File: config.mk
export PLATFORM = sky130hd
export DESIGN_NAME = slice_alu
export DESIGN_NICKNAME = d
export VERILOG_FILES = /design/src/rtl/slice_alu_pkg.sv /design/src/rtl/slice_opsel.sv /design/src/rtl/slice_cla.sv /design/src/rtl/slice_fcore.sv /design/src/rtl/slice_alu.sv
export SDC_FILE = /design/constraint.sdc
export NUM_CORES = 1
export LEC_CHECK = 0
export BUFFER_PORTS_ARGS = -buffer_cell sky130_fd_sc_hd__buf_2
export CAP_MARGIN = 5
export CORE_UTILIZATION = 57
export DETAILED_ROUTE_END_ITERATION = 6
export MAX_ROUTING_LAYER = met4
export PLACE_DENSITY = 0.9
export SKIP_LAST_GASP = 1
export SYNTH_ARGS = -nofsm -noshare
export SYNTH_HDL_FRONTEND = slang
export SYNTH_HIERARCHICAL = 1
export SYNTH_SLANG_ARGS = --single-unit
File: constraint.sdc
create_clock -name vclk -period 4.35
set_input_delay 0.2175 -clock vclk [all_inputs]
set_output_delay 0.2175 -clock vclk [all_outputs]
set_load 0.01 [all_outputs]
File: src/rtl/slice_alu_pkg.sv
package slice_alu_pkg;
  typedef enum logic [2:0] {
    SRC_AQ = 3'd0, SRC_AB = 3'd1, SRC_ZQ = 3'd2, SRC_ZB = 3'd3,
    SRC_ZA = 3'd4, SRC_DA = 3'd5, SRC_DQ = 3'd6, SRC_DZ = 3'd7
  } src_e;

  typedef enum logic [2:0] {
    FN_ADD  = 3'd0, FN_SUBR = 3'd1, FN_SUBS  = 3'd2, FN_OR  = 3'd3,
    FN_AND  = 3'd4, FN_NRAS = 3'd5, FN_XOR   = 3'd6, FN_XNOR = 3'd7
  } fn_e;
endpackage

File: src/rtl/slice_opsel.sv
module slice_opsel
  import slice_alu_pkg::*;
#(
  parameter int W = 4
) (
  input  logic [W-1:0] a_i,
  input  logic [W-1:0] b_i,
  input  logic [W-1:0] q_i,
  input  logic [W-1:0] d_i,
  input  logic [2:0]   src_i,
  output logic [W-1:0] r_o,
  output logic [W-1:0] s_o
);
  localparam logic [W-1:0] ZERO = '0;

  always_comb begin
    unique case (src_e'(src_i))
      SRC_AQ:  begin r_o = a_i;  s_o = q_i;  end
      SRC_AB:  begin r_o = a_i;  s_o = b_i;  end
      SRC_ZQ:  begin r_o = ZERO; s_o = q_i;  end
      SRC_ZB:  begin r_o = ZERO; s_o = b_i;  end
      SRC_ZA:  begin r_o = ZERO; s_o = a_i;  end
      SRC_DA:  begin r_o = d_i;  s_o = a_i;  end
      SRC_DQ:  begin r_o = d_i;  s_o = q_i;  end
      default: begin r_o = d_i;  s_o = ZERO; end
    endcase
  end
endmodule

File: src/rtl/slice_cla.sv
module slice_cla #(
  parameter int W = 4
) (
  input  logic [W-1:0] re_i,
  input  logic [W-1:0] se_i,
  input  logic         cin_i,
  output logic [W:0]   c_o,
  output logic         g_n_o,
  output logic         p_n_o
);
  logic [W-1:0] gen;
  logic [W-1:0] prp;
  logic [W:0]   grp_g;

  assign gen      = re_i & se_i;
  assign prp      = re_i | se_i;
  assign c_o[0]   = cin_i;
  assign grp_g[0] = 1'b0;

  for (genvar i = 0; i < W; i++) begin : g_bit
    assign c_o[i+1]   = gen[i] | (prp[i] & c_o[i]);
    assign grp_g[i+1] = gen[i] | (prp[i] & grp_g[i]);
  end

  assign g_n_o = ~grp_g[W];
  assign p_n_o = ~(&prp);
endmodule

File: src/rtl/slice_fcore.sv
module slice_fcore
  import slice_alu_pkg::*;
#(
  parameter int W = 4
) (
  input  logic [W-1:0] r_i,
  input  logic [W-1:0] s_i,
  input  logic [W-1:0] re_i,
  input  logic [W-1:0] se_i,
  input  logic [W-1:0] c_i,
  input  logic [2:0]   fn_i,
  output logic [W-1:0] f_o
);
  logic [W-1:0] sum;

  assign sum = re_i ^ se_i ^ c_i;

  always_comb begin
    unique case (fn_e'(fn_i))
      FN_ADD, FN_SUBR, FN_SUBS: f_o = sum;
      FN_OR:   f_o = r_i | s_i;
      FN_AND:  f_o = r_i & s_i;
      FN_NRAS: f_o = ~r_i & s_i;
      FN_XOR:  f_o = r_i ^ s_i;
      default: f_o = ~(r_i ^ s_i);
    endcase
  end
endmodule

File: src/rtl/slice_alu.sv
module slice_alu
  import slice_alu_pkg::*;
#(
  parameter int W = 4
) (
  input  logic [W-1:0] a_i,
  input  logic [W-1:0] b_i,
  input  logic [W-1:0] q_i,
  input  logic [W-1:0] d_i,
  input  logic [2:0]   src_i,
  input  logic [2:0]   fn_i,
  input  logic         cin_i,
  output logic [W-1:0] f_o,
  output logic         cout_o,
  output logic         g_n_o,
  output logic         p_n_o,
  output logic         ovf_o,
  output logic         zero_o,
  output logic         sign_o
);
  logic [W-1:0] r, s, re, se;
  logic [W:0]   c;
  logic         inv_r, inv_s;

  slice_opsel #(.W(W)) u_opsel (
    .a_i(a_i), .b_i(b_i), .q_i(q_i), .d_i(d_i), .src_i(src_i),
    .r_o(r), .s_o(s)
  );

  assign inv_r = (fn_i == FN_SUBR) || (fn_i == FN_NRAS);
  assign inv_s = (fn_i == FN_SUBS);
  assign re    = inv_r ? ~r : r;
  assign se    = inv_s ? ~s : s;

  slice_cla #(.W(W)) u_cla (
    .re_i(re), .se_i(se), .cin_i(cin_i),
    .c_o(c), .g_n_o(g_n_o), .p_n_o(p_n_o)
  );

  slice_fcore #(.W(W)) u_fcore (
    .r_i(r), .s_i(s), .re_i(re), .se_i(se), .c_i(c[W-1:0]),
    .fn_i(fn_i), .f_o(f_o)
  );

  assign cout_o = c[W];
  assign ovf_o  = c[W] ^ c[W-1];
  assign zero_o = ~(|f_o);
  assign sign_o = f_o[W-1];
endmodule

Word level (Yosys, flattened, before mapping)

Index checks and enable logic that the tools add are counted.

Register bits: 0
Bits of input ports: 23
Logic and storage cells: 57
Output and inout bits: 10

Reduce and logical (&&, ||, !) cells: 11
Mux-type cells: 5
Eq/ne operators: 12
Bitwise operators: 29

Operator list:

| cell                 | count |
|---|---|
| $pmux W4 S5          | 1 |
| $eq A3 B3 Y1 const B | 6 |
| $and A4 B4 Y4        | 3 |
| $eq A3 B2 Y1 const B | 4 |
| $not A4 Y4           | 3 |
| $pmux W4 S3          | 1 |
| $xor A4 B4 Y4        | 3 |
| $reduce_or A3 Y1     | 3 |
| $mux W4              | 2 |
| $or A4 B4 Y4         | 2 |
| $pmux W4 S2          | 1 |
| $and A1 B1 Y1        | 7 |
| $or A1 B1 Y1         | 7 |
| $eq A3 B1 Y1 const B | 2 |
| $logic_not A3 Y1     | 2 |
| $reduce_or A2 Y1     | 3 |
| $reduce_and A4 Y1    | 1 |
| $reduce_or A4 Y1     | 1 |
| $not A1 Y1           | 3 |
| $logic_or A1 B1 Y1   | 1 |
| $xor A1 B1 Y1        | 1 |

Longest topological paths before layout

Gate-level depths: netlist (run 1).

Word-level depth: 16
Mapped depth: 11
Gate-level depth less buffers: 10

By module

Netlist (run 1), hierarchy kept.

By module, submodules not included:

| module      | cells each | sequential area each (µm²) | area each (µm²) | instances |
|---|---|---|---|---|
| slice_fcore | 55         | 0.0                        | 399.1           | 1 |
| slice_opsel | 25         | 0.0                        | 191.4           | 1 |
| slice_cla   | 23         | 0.0                        | 147.6           | 1 |
| slice_alu   | 14         | 0.0                        | 122.6           | 1 |

Worst setup path before layout (run 1)

Ideal clock, no wire load.

Path kind: input-to-output
Start: input src_i[0]
End: output zero_o
Data required time: 4,133 ps
Path buffers: 1
Data arrival time: 2,975 ps
Path slack: 1,158 ps
Cell stages on the path: 10
Cells stage by stage: buf_6 o311ai_1 xor2_1 maj3_2 maj3_2 maj3_2 xor2_1 xnor2_1 o221ai_1 nor4_1

Cells in the longest elaborated chain, start to end: 16
Elaborated cells on any way between the ends: 36
Classes of those cells: eq/ne (6); mux (5); bitwise (18); reduce/logical (7)

RTL lines:

| item                                                                         | RTL line          | text |
|---|---|---|
| start, declared                                                              | slice_alu.sv:10   | `input logic [2:0] src_i,` |
| $eq A3 B2 Y1, or another cell as far along                                   | slice_opsel.sv:17 | `unique case (src_e'(src_i))` |
| $reduce_or A3 Y1 (no source line) / $reduce_or A2 Y1 (equally long branches) | --                |  |
| $pmux W4 S3 *                                                                | slice_opsel.sv:17 |  |
| net s[0]                                                                     | slice_alu.sv:21   | `logic [W-1:0] r, s, re, se;` |
| $not A4 Y4                                                                   | slice_alu.sv:33   | `assign se = inv_s ? ~s : s;` |
| $mux W4 *                                                                    | slice_alu.sv:33   |  |
| net se[0]                                                                    | slice_alu.sv:21   |  |
| $or A4 B4 Y4                                                                 | slice_cla.sv:16   | `assign prp = re_i \| se_i;` |
| [... 2 more ...]                                                             | --                |  |
| net c[1]                                                                     | slice_alu.sv:22   | `logic [W:0] c;` |
| [... 2 more ...]                                                             | --                |  |
| net c[2]                                                                     | slice_alu.sv:22   |  |
| $and A1 B1 Y1 *                                                              | slice_cla.sv:21   | `assign c_o[i+1] = gen[i] \| (prp[i] & c_o[i]);` |
| $or A1 B1 Y1 *                                                               | slice_cla.sv:21   |  |
| net c[3]                                                                     | slice_alu.sv:22   |  |
| $xor A4 B4 Y4 *                                                              | slice_fcore.sv:16 | `assign sum = re_i ^ se_i ^ c_i;` |
| $pmux W4 S5 *                                                                | slice_fcore.sv:19 | `unique case (fn_e'(fn_i))` |
| net f_o[3]                                                                   | slice_alu.sv:13   | `output logic [W-1:0] f_o,` |
| $reduce_or A4 Y1 *                                                           | slice_alu.sv:47   | `assign zero_o = ~(\|f_o);` |
| $not A1 Y1 *                                                                 | slice_alu.sv:47   |  |
| end, declared                                                                | slice_alu.sv:18   | `output logic zero_o,` |

The timed path passes the listed nets; every way through them passes the cells marked *.

Final worst setup path (run 1)

Start: input src_i[2]
End: output zero_o

Cells in the longest elaborated chain, start to end: 16
Elaborated cells on any way between the ends: 36
Classes of those cells: eq/ne (6); mux (5); bitwise (18); reduce/logical (7)

RTL lines:

| item                                                                         | RTL line |
|---|---|
| $eq A3 B2 Y1, or another cell as far along                                   | slice_opsel.sv:17 |
| $reduce_or A3 Y1 (no source line) / $reduce_or A2 Y1 (equally long branches) | -- |
| $pmux W4 S3 *                                                                | slice_opsel.sv:17 |
| net s[0]                                                                     | slice_alu.sv:21 |
| $not A4 Y4                                                                   | slice_alu.sv:33 |
| $mux W4 *                                                                    | slice_alu.sv:33 |
| net se[0]                                                                    | slice_alu.sv:21 |
| $or A4 B4 Y4                                                                 | slice_cla.sv:16 |
| [... 2 more ...]                                                             | -- |
| net c[1]                                                                     | slice_alu.sv:22 |
| [... 2 more ...]                                                             | -- |
| net c[2]                                                                     | slice_alu.sv:22 |
| $and A1 B1 Y1 *                                                              | slice_cla.sv:21 |
| $or A1 B1 Y1 *                                                               | slice_cla.sv:21 |
| net c[3]                                                                     | slice_alu.sv:22 |
| $xor A4 B4 Y4 *                                                              | slice_fcore.sv:16 |
| $pmux W4 S5 *                                                                | slice_fcore.sv:19 |
| $reduce_or A4 Y1 *                                                           | slice_alu.sv:47 |
| $not A1 Y1 *                                                                 | slice_alu.sv:47 |

Marks and branches as above.

==> results of run 1 <==
[synth_stat cells, drive strengths merged]
cell type / n / area, µm²
inv: 17 / 63.8
xor2: 13 / 114
nand3: 9 / 45.0
nand3b: 8 / 60.1
xnor2: 8 / 70.1
buf: 7 / 61.3
a21oi: 5 / 25.0
nor2: 5 / 21.3
o221ai: 5 / 50.0
a22o: 4 / 35.0
a32o: 4 / 40.0
ha: 4 / 50.1
o21ai: 4 / 20.0
o311ai: 4 / 42.6
maj3: 3 / 33.8
nor2b: 3 / 18.8
a221oi: 2 / 17.5
nand2: 2 / 7.51
nand2b: 2 / 12.5
and2: 1 / 8.76
clkbuf: 1 / 5.00
nor3b: 1 / 18.8
nor4: 1 / 6.26
o21a: 1 / 7.51
o32a: 1 / 10.0
or2: 1 / 8.76
or4: 1 / 7.51
[power breakdown]
part	switching (µW)	internal, µW
clock	0	0
combinational	111	87.4
sequential	0	0
total	111	87.4
[worst max-delay path: stages]
cell and delay [ns]:
buf_2 0.15, nor2b_1 0.18, o311ai_1 0.43, xor2_1 0.26
maj3_2 0.39, maj3_2 0.34, maj3_2 0.34, xor2_1 0.16
xnor2_1 0.18, o221ai_1 0.18, nor4_1 0.24, buf_2 0.17
[kinds of logic after synthesis]
logic type                 share of synthesized area (%)
xor gates and xnor gates                            21.4
and+or+nand+nor                                     25.0
AOI/OAI and AO/OA                                   28.8
buffers and inverters                               15.1
adders and majority gates                           9.74
[metal layers]
metal / wire length (µm) / up-vias / GRT usage [%] / share of wire, %
li1: - / 480 / - / -
met1: 881 / 435 / 36.2 / 41
met2: 1130 / 39 / 53.9 / 53
met3: 111 / 0 / 0 / 5.2
met4: 0 / 0 / 4.17 / 0
met5: 0 / - / - / 0
[worst max-delay path by stage]
stage | startpoint | end | depth (start not counted)
final | src_i[2] | zero_o | 12
after global placement | src_i[2] | zero_o | 12
after CTS | src_i[2] | zero_o | 12
after detailed placement | src_i[2] | zero_o | 12
after floorplan | src_i[0] | zero_o | 10
after global routing | src_i[2] | zero_o | 12
[final cells by class]
cell class / count / area [µm²]
Tap cell: 15 / 18.8
Inverter: 17 / 63.8
Fill cell: 113 / 372
Timing Repair Buffer: 33 / 165
Multi-Input combinational cell: 92 / 731
[per-stage QoR]
step                utilization (%)  setup slack, ns  hold WS (ns)  instance area [µm²]  power [µW]
floorplan                         -             1.16         0.752                  861         147
global placement               72.5             1.05          1.03                  978         190
detailed placement             72.5            0.875          1.05                  978         197
CTS                            72.5            0.865          1.05                  978         198
global route                   72.5            0.577          1.09                  978         220
finish                         72.5            0.879          1.05                  978         198
[placed cells by master, fill, tap and decap left out]
master / n
and2_4: 1
nand2_1: 2
o21ai_0: 1
xnor2_1: 8
nor2_2: 1
nand2b_1: 2
maj3_2: 3
ha_1: 4
o21a_1: 1
o21ai_1: 3
a21oi_1: 5
buf_2: 33
nor4_1: 1
a32o_1: 4
o32a_1: 1
o221ai_2: 1
xor2_1: 13
or2_4: 1
nor3b_4: 1
a22o_1: 4
nor2_1: 4
o311ai_2: 1
nand3b_1: 8
o311ai_1: 3
nor2b_1: 3
or4_1: 1
nand3_1: 9
a221oi_1: 2
o221ai_1: 4
inv_1: 17
==> run_results.csv, run 1 <==
group,metric,value,unit
logic_synthesis,yosysUniqueCellTypes,33,
sta,rsz0062_at_grt,"false",
sta,max_slew_margin,60.0,%
die,rows,13,
cells_and_area,flops_and_latches,0,
critical_path,critPathArrivalTime,3.25,ns
die,fp.dieW,40.9,µm
global_routing,antenna_found_initial,0,
detailed_routing,postRouteAntennaNets,0,
logic_synthesis,syn_inst,117,
critical_path,cp_max_fo,11,
logic_synthesis,syn_nets,144,
global_routing,overflow,0,
detailed_routing,drt-total-wl,2130,µm
sta,hold_violations,0,
detailed_routing,avgRoutedWirePerCell,13.5,µm
sta,slew_viol_final,0,
detailed_routing,drc_errors,0,
global_routing,grt_pass1_wl,3330,µm
die,fp.dieH,40.9,µm
pwr,powerDensity,202,mW/mm²
global_routing,grt_pass1_vias,833,
cells_and_area,fin_nets,171,
critical_path,cp.required,4.13,ns
clock_network,post-cts-setup-buffers,0,
worst_hold_path,hold_path.class,"in2out",
placement,io_buffers,33,
worst_hold_path,hold_end,"cout_o",
detailed_routing,viasPerCell,6.08,
die,dieArea,0.00167,mm²
critical_path,crit_type,"in2out",
logic_synthesis,netlist_area,861,µm²
die,start_util,63.8,%
cells_and_area,seqCellArea,0,µm²
sta,setup_violations,0,
logic_synthesis,synth-seq-area-share,0,%
clock_network,post_cts_resized,0,
cells_and_area,n_clock_buffer,0,
detailed_routing,vias,954,
critical_path,start_kind,"input port",
sta,fin_tns_setup,0,ns
cells_and_area,antenna_cells,0,
sta,fin_crit_sh,79.8,%
die,pin_count,33,
run,maxCapViolations,0,
sta,worstMarginPinSlew,0.595,ns
cells_and_area,final_cell_count_no_fill,157,
sta,fmax,288,MHz
global_routing,grt_max_degree,13,
detailed_routing,drt_pass1_iterations,4,
cells_and_area,layout-drive-gt1-share,29.6,%
sta,period_minus_slack,3.47,ns
outcome,status,"finished, final reports clean",
detailed_routing,drtIter0Drc,23,
placement,dp_cells,157,
critical_path,end_kind,"primary output",
worst_hold_path,hold_depth,5,
global_routing,grt_util_all_layers,29.4,%
placement,hpwl,1820,µm
logic_synthesis,avgSynthCellArea,7.36,µm²
die,core,0.00135,mm²
pwr,leakage,0.000450,µW
cells_and_area,syn_to_final_growth,13.7,%
worst_hold_path,min_from,"cin_i",
clock_network,ctsHoldBuffers,0,
logic_synthesis,yosys_warnings,6,
placement,place.gp.congestion,0.844,
pwr,ir_worst_vdd,0.0000941,V
Power figures use the tool's default switching activity.
==> run 2, diff against run 1 <==
CORE_UTILIZATION = 53   (was 57)
PLACE_DENSITY = 0.85   (was 0.9)
clock period = 3.45 ns   (was 4.35 ns; I/O delays follow)
==> run_results.csv, run 2 (same netlist as run 1, synthesis figures left out) <==
group,metric,value,unit
placement,place_ws,0.155,ns
sta,period_minus_slack,3.28,ns
detailed_routing,postRouteAntennaNets,0,
critical_path,cp_max_fo,11,
detailed_routing,drtIter0Drc,18,
critical_path,critPathArrivalTime,3.10,ns
die,pin_count,33,
cells_and_area,syn_to_final_growth,17.3,%
pwr,ir_worst_vdd,0.000105,V
die,start_util,57.1,%
global_routing,overflow,0,
sta,max_slew_margin,56.8,%
die,core,0.00151,mm²
cells_and_area,seqCellArea,0,µm²
sta,hold_violations,0,
critical_path,path_cells,"buf_2, nor2b_1, o311ai_1, xor2_1, maj3_2, maj3_2, xor2_1, xnor2_1, o221ai_1, nor4_1, buf_2",
sta,slew_viol_final,0,
critical_path,crit_slowest_cell,"o311ai_1",
global_routing,grt_pass1_wl,3690,µm
placement,place.gp.congestion,0.864,
cells_and_area,fin_nets,174,
detailed_routing,drc_errors,0,
placement,placed_area,0.00100,mm²
cells_and_area,final_cell_area,0.00101,mm²
detailed_routing,avgRoutedWirePerCell,13.5,µm
critical_path,crit_type,"in2out",
pwr,leakage,0.000467,µW
detailed_routing,vias,951,
sta,fin_crit_sh,95.0,%
cells_and_area,final_cell_count_no_fill,161,
cells_and_area,flops_and_latches,0,
worst_hold_path,hold_path.class,"in2out",
die,rows,14,
critical_path,cp_slowest_stage_delay,0.56,ns
placement,dp_cells,161,
detailed_routing,drt-total-wl,2180,µm
cells_and_area,n_clock_buffer,0,
global_routing,grt_pass1_vias,906,
critical_path,start_kind,"input port",
placement,hpwl,1830,µm
cells_and_area,antenna_cells,0,
sta,worstMarginPinSlew,0.637,ns
die,fp.dieW,42.3,µm
clock_network,ctsHoldBuffers,0,
detailed_routing,drt_pass1_iterations,6,
cells_and_area,layout-drive-gt1-share,31.7,%
sta,worst_slack,0.174,ns
placement,io_buffers,33,
critical_path,end_kind,"primary output",
sta,rsz0062_at_grt,"false",
cells_and_area,mostFrequentLayoutCell,"buf_2",
die,fp.dieH,42.3,µm
sta,setup_violations,0,
sta,fmax,305,MHz
global_routing,antenna_found_initial,0,
outcome,status,"finished, final reports clean",
clock_network,post_cts_resized,0,
sta,fin_tns_setup,0,ns
detailed_routing,viasPerCell,5.91,
run,maxCapViolations,0,
die,dieArea,0.00179,mm²
clock_network,post-cts-setup-buffers,0,
pwr,powerDensity,255,mW/mm²
cells_and_area,final_cell_mix,"buf_2 (33), inv_1 (17), xor2_1 (13), nand3_1 (9)",
critical_path,cp.required,3.28,ns
global_routing,grt_max_degree,13,
global_routing,grt_util_all_layers,25.5,%
## run 2: final timing paths
| check | from | endpoint | depth (start not counted) |
|---|---|---|---|
| worst min-delay path | cin_i | cout_o | 5 |
| worst max-delay path | src_i[2] | zero_o | 11 |
## run 2: area by class of cell
type / count / area, µm²
Tap cell: 16 / 20.0
Inverter: 17 / 63.8
Multi-Input combinational cell: 92 / 738
Fill cell: 123 / 497
Timing Repair Buffer: 36 / 188
## run 2: where the power goes
part	internal, µW	total (µW)	switching [µW]
sequential	0	0	0
clock	0	0	0
combinational	116	257	141
total	116	257	141
## run 2: stage by stage
| step | power, µW | hold slack [ns] | utilization (%) |
|---|---|---|---|
| after detailed placement | 254 | 0.941 | 66.5 |
| after global routing | 282 | 1.02 | 67.0 |
| after floorplan | 185 | 0.662 | - |
| final | 257 | 0.953 | 67.0 |
| after CTS | 255 | 0.945 | 66.5 |
| after global placement | 245 | 0.945 | 66.5 |
## run 2: worst max-delay path: cells and delay by family
| family | cells | cell delay, ns |
|---|---|---|
| compound gates | 2 | 0.75 |
| fa+ha+maj | 2 | 0.74 |
| xor+xnor | 3 | 0.67 |
| simple gates | 2 | 0.44 |
| buf+inv | 2 | 0.32 |
## run 2: per-layer routing
layer / up-vias / part of all wire (%) / global-route usage, % / wire length [µm]
met5: - / 0 / - / 0
met1: 433 / 41 / 30.4 / 895
li1: 479 / - / - / -
met3: 2 / 4.3 / 1.29 / 93
met2: 37 / 54 / 45.8 / 1170
met4: 0 / 0.96 / 7.50 / 21
==> run 3, diff against run 2 <==
CORE_UTILIZATION = 50   (was 53)
PLACE_DENSITY = 0.8   (was 0.85)
==> run_results.csv, run 3 (same netlist as run 1, synthesis figures left out) <==
group,metric,value,unit
cells_and_area,antenna_cells,0,
cells_and_area,final_cell_mix,"buf_2 (33), inv_1 (17), xor2_1 (13), nand3_1 (9)",
sta,fin_crit_sh,94.6,%
pwr,power,256,µW
sta,whs,0.953,ns
die,rows,14,
sta,worstMarginPinSlew,0.599,ns
placement,io_buffers,33,
sta,max_slew_margin,59.8,%
pwr,ir_worst_vdd,0.000106,V
clock_network,ctsHoldBuffers,0,
cells_and_area,nFillCells,152,
critical_path,end_kind,"primary output",
cells_and_area,n_clock_buffer,0,
detailed_routing,drt-total-wl,2070,µm
critical_path,crit_type,"in2out",
pwr,power.clock.fraction,0,%
die,dieArea,0.00189,mm²
pwr,pwr-share-seq,0,%
global_routing,antenna_found_initial,0,
cells_and_area,fin_nets,175,
global_routing,grt_util_all_layers,23.8,%
clock_network,post-cts-setup-buffers,0,
die,core,0.00156,mm²
worst_hold_path,hold_path.class,"in2out",
detailed_routing,drc_errors,6,
detailed_routing,postRouteAntennaNets,0,
critical_path,start_kind,"input port",
cells_and_area,mostFrequentLayoutCell,"buf_2",
sta,period_minus_slack,3.26,ns
global_routing,grt_pass1_wl,3500,µm
detailed_routing,avgRoutedWirePerCell,12.8,µm
placement,hpwl,1770,µm
detailed_routing,viasPerCell,5.94,
sta,setup_violations,0,
detailed_routing,vias,962,
detailed_routing,drt_pass1_iterations,6,
sta,fmax,306,MHz
die,start_util,55.2,%
critical_path,critPathArrivalTime,3.09,ns
cells_and_area,flops_and_latches,0,
run,maxCapViolations,0,
die,fp.dieH,43.5,µm
outcome,status,"finished, violations left",
critical_path,cp.required,3.28,ns
critical_path,cp_max_fo,11,
global_routing,grt_max_degree,13,
global_routing,overflow,0,
cells_and_area,seqCellArea,0,µm²
detailed_routing,drtIter0Drc,32,
sta,hold_violations,0,
cells_and_area,layout-drive-gt1-share,31.5,%
pwr,p_sw,138,µW
outcome,violations,"design-rule violations",
sta,rsz0062_at_grt,"false",
clock_network,post_cts_resized,0,
cells_and_area,final_util,64.8,%
pwr,p_int,118,µW
die,pin_count,33,
pwr,swShare,54.1,%
die,fp.dieW,43.5,µm
pwr,leakage,0.000470,µW
cells_and_area,syn_to_final_growth,17.3,%
sta,fin_tns_setup,0,ns
pwr,powerDensity,254,mW/mm²
placement,place.gp.congestion,0.844,
sta,slew_viol_final,0,
global_routing,grt_pass1_vias,843,
pwr,combPwrFrac,100.0,%
[run 3: worst max-delay path, stage by stage]
cell	delay [ns]
buf_2	0.16
nor2b_1	0.19
o311ai_1	0.45
xor2_1	0.17
maj3_2	0.36
maj3_2	0.34
maj3_2	0.34
xor2_1	0.16
xnor2_1	0.18
o221ai_1	0.18
nor4_1	0.23
buf_2	0.17
[run 3: stage by stage]
stage | worst slack [ns] | std cells | instance area (µm²)
detailed placement | 0.207 | 162 | 1010
floorplan | 0.348 | 117 | 861
CTS | 0.190 | 162 | 1010
global route | 0.0274 | 162 | 1010
global placement | 0.353 | 162 | 1010
finish | 0.186 | 162 | 1010
[run 3: layout make-up]
cell class,count,area [µm²],area share (%)
repair buffers,37,195,19.3
multi-input cells,92,731,72.4
inverters,17,63.8,6.32
well taps,16,20.0,1.98
[run 3: routing by layer]
metal | global-route usage [%] | up-vias | share of wire [%]
met4 | 3.75 | 0 | 0.92
met2 | 43.6 | 49 | 51
met1 | 29.5 | 427 | 42
met5 | - | - | 0
met3 | 0.417 | 2 | 6.1
li1 | - | 484 | -
[run 3: final timing paths]
check,from,endpoint,slack [ns],depth (start not counted)
worst max-delay path,src_i[2],zero_o,0.19,12
worst min-delay path,cin_i,cout_o,0.95,5
[run 3: power groups by stage]
stage               logic (µW)  registers [µW]  clock network, µW
finish                     256               0                  0
global route               282               0                  0
CTS                        256               0                  0
detailed placement         255               0                  0
global placement           249               0                  0
floorplan                  185               0                  0
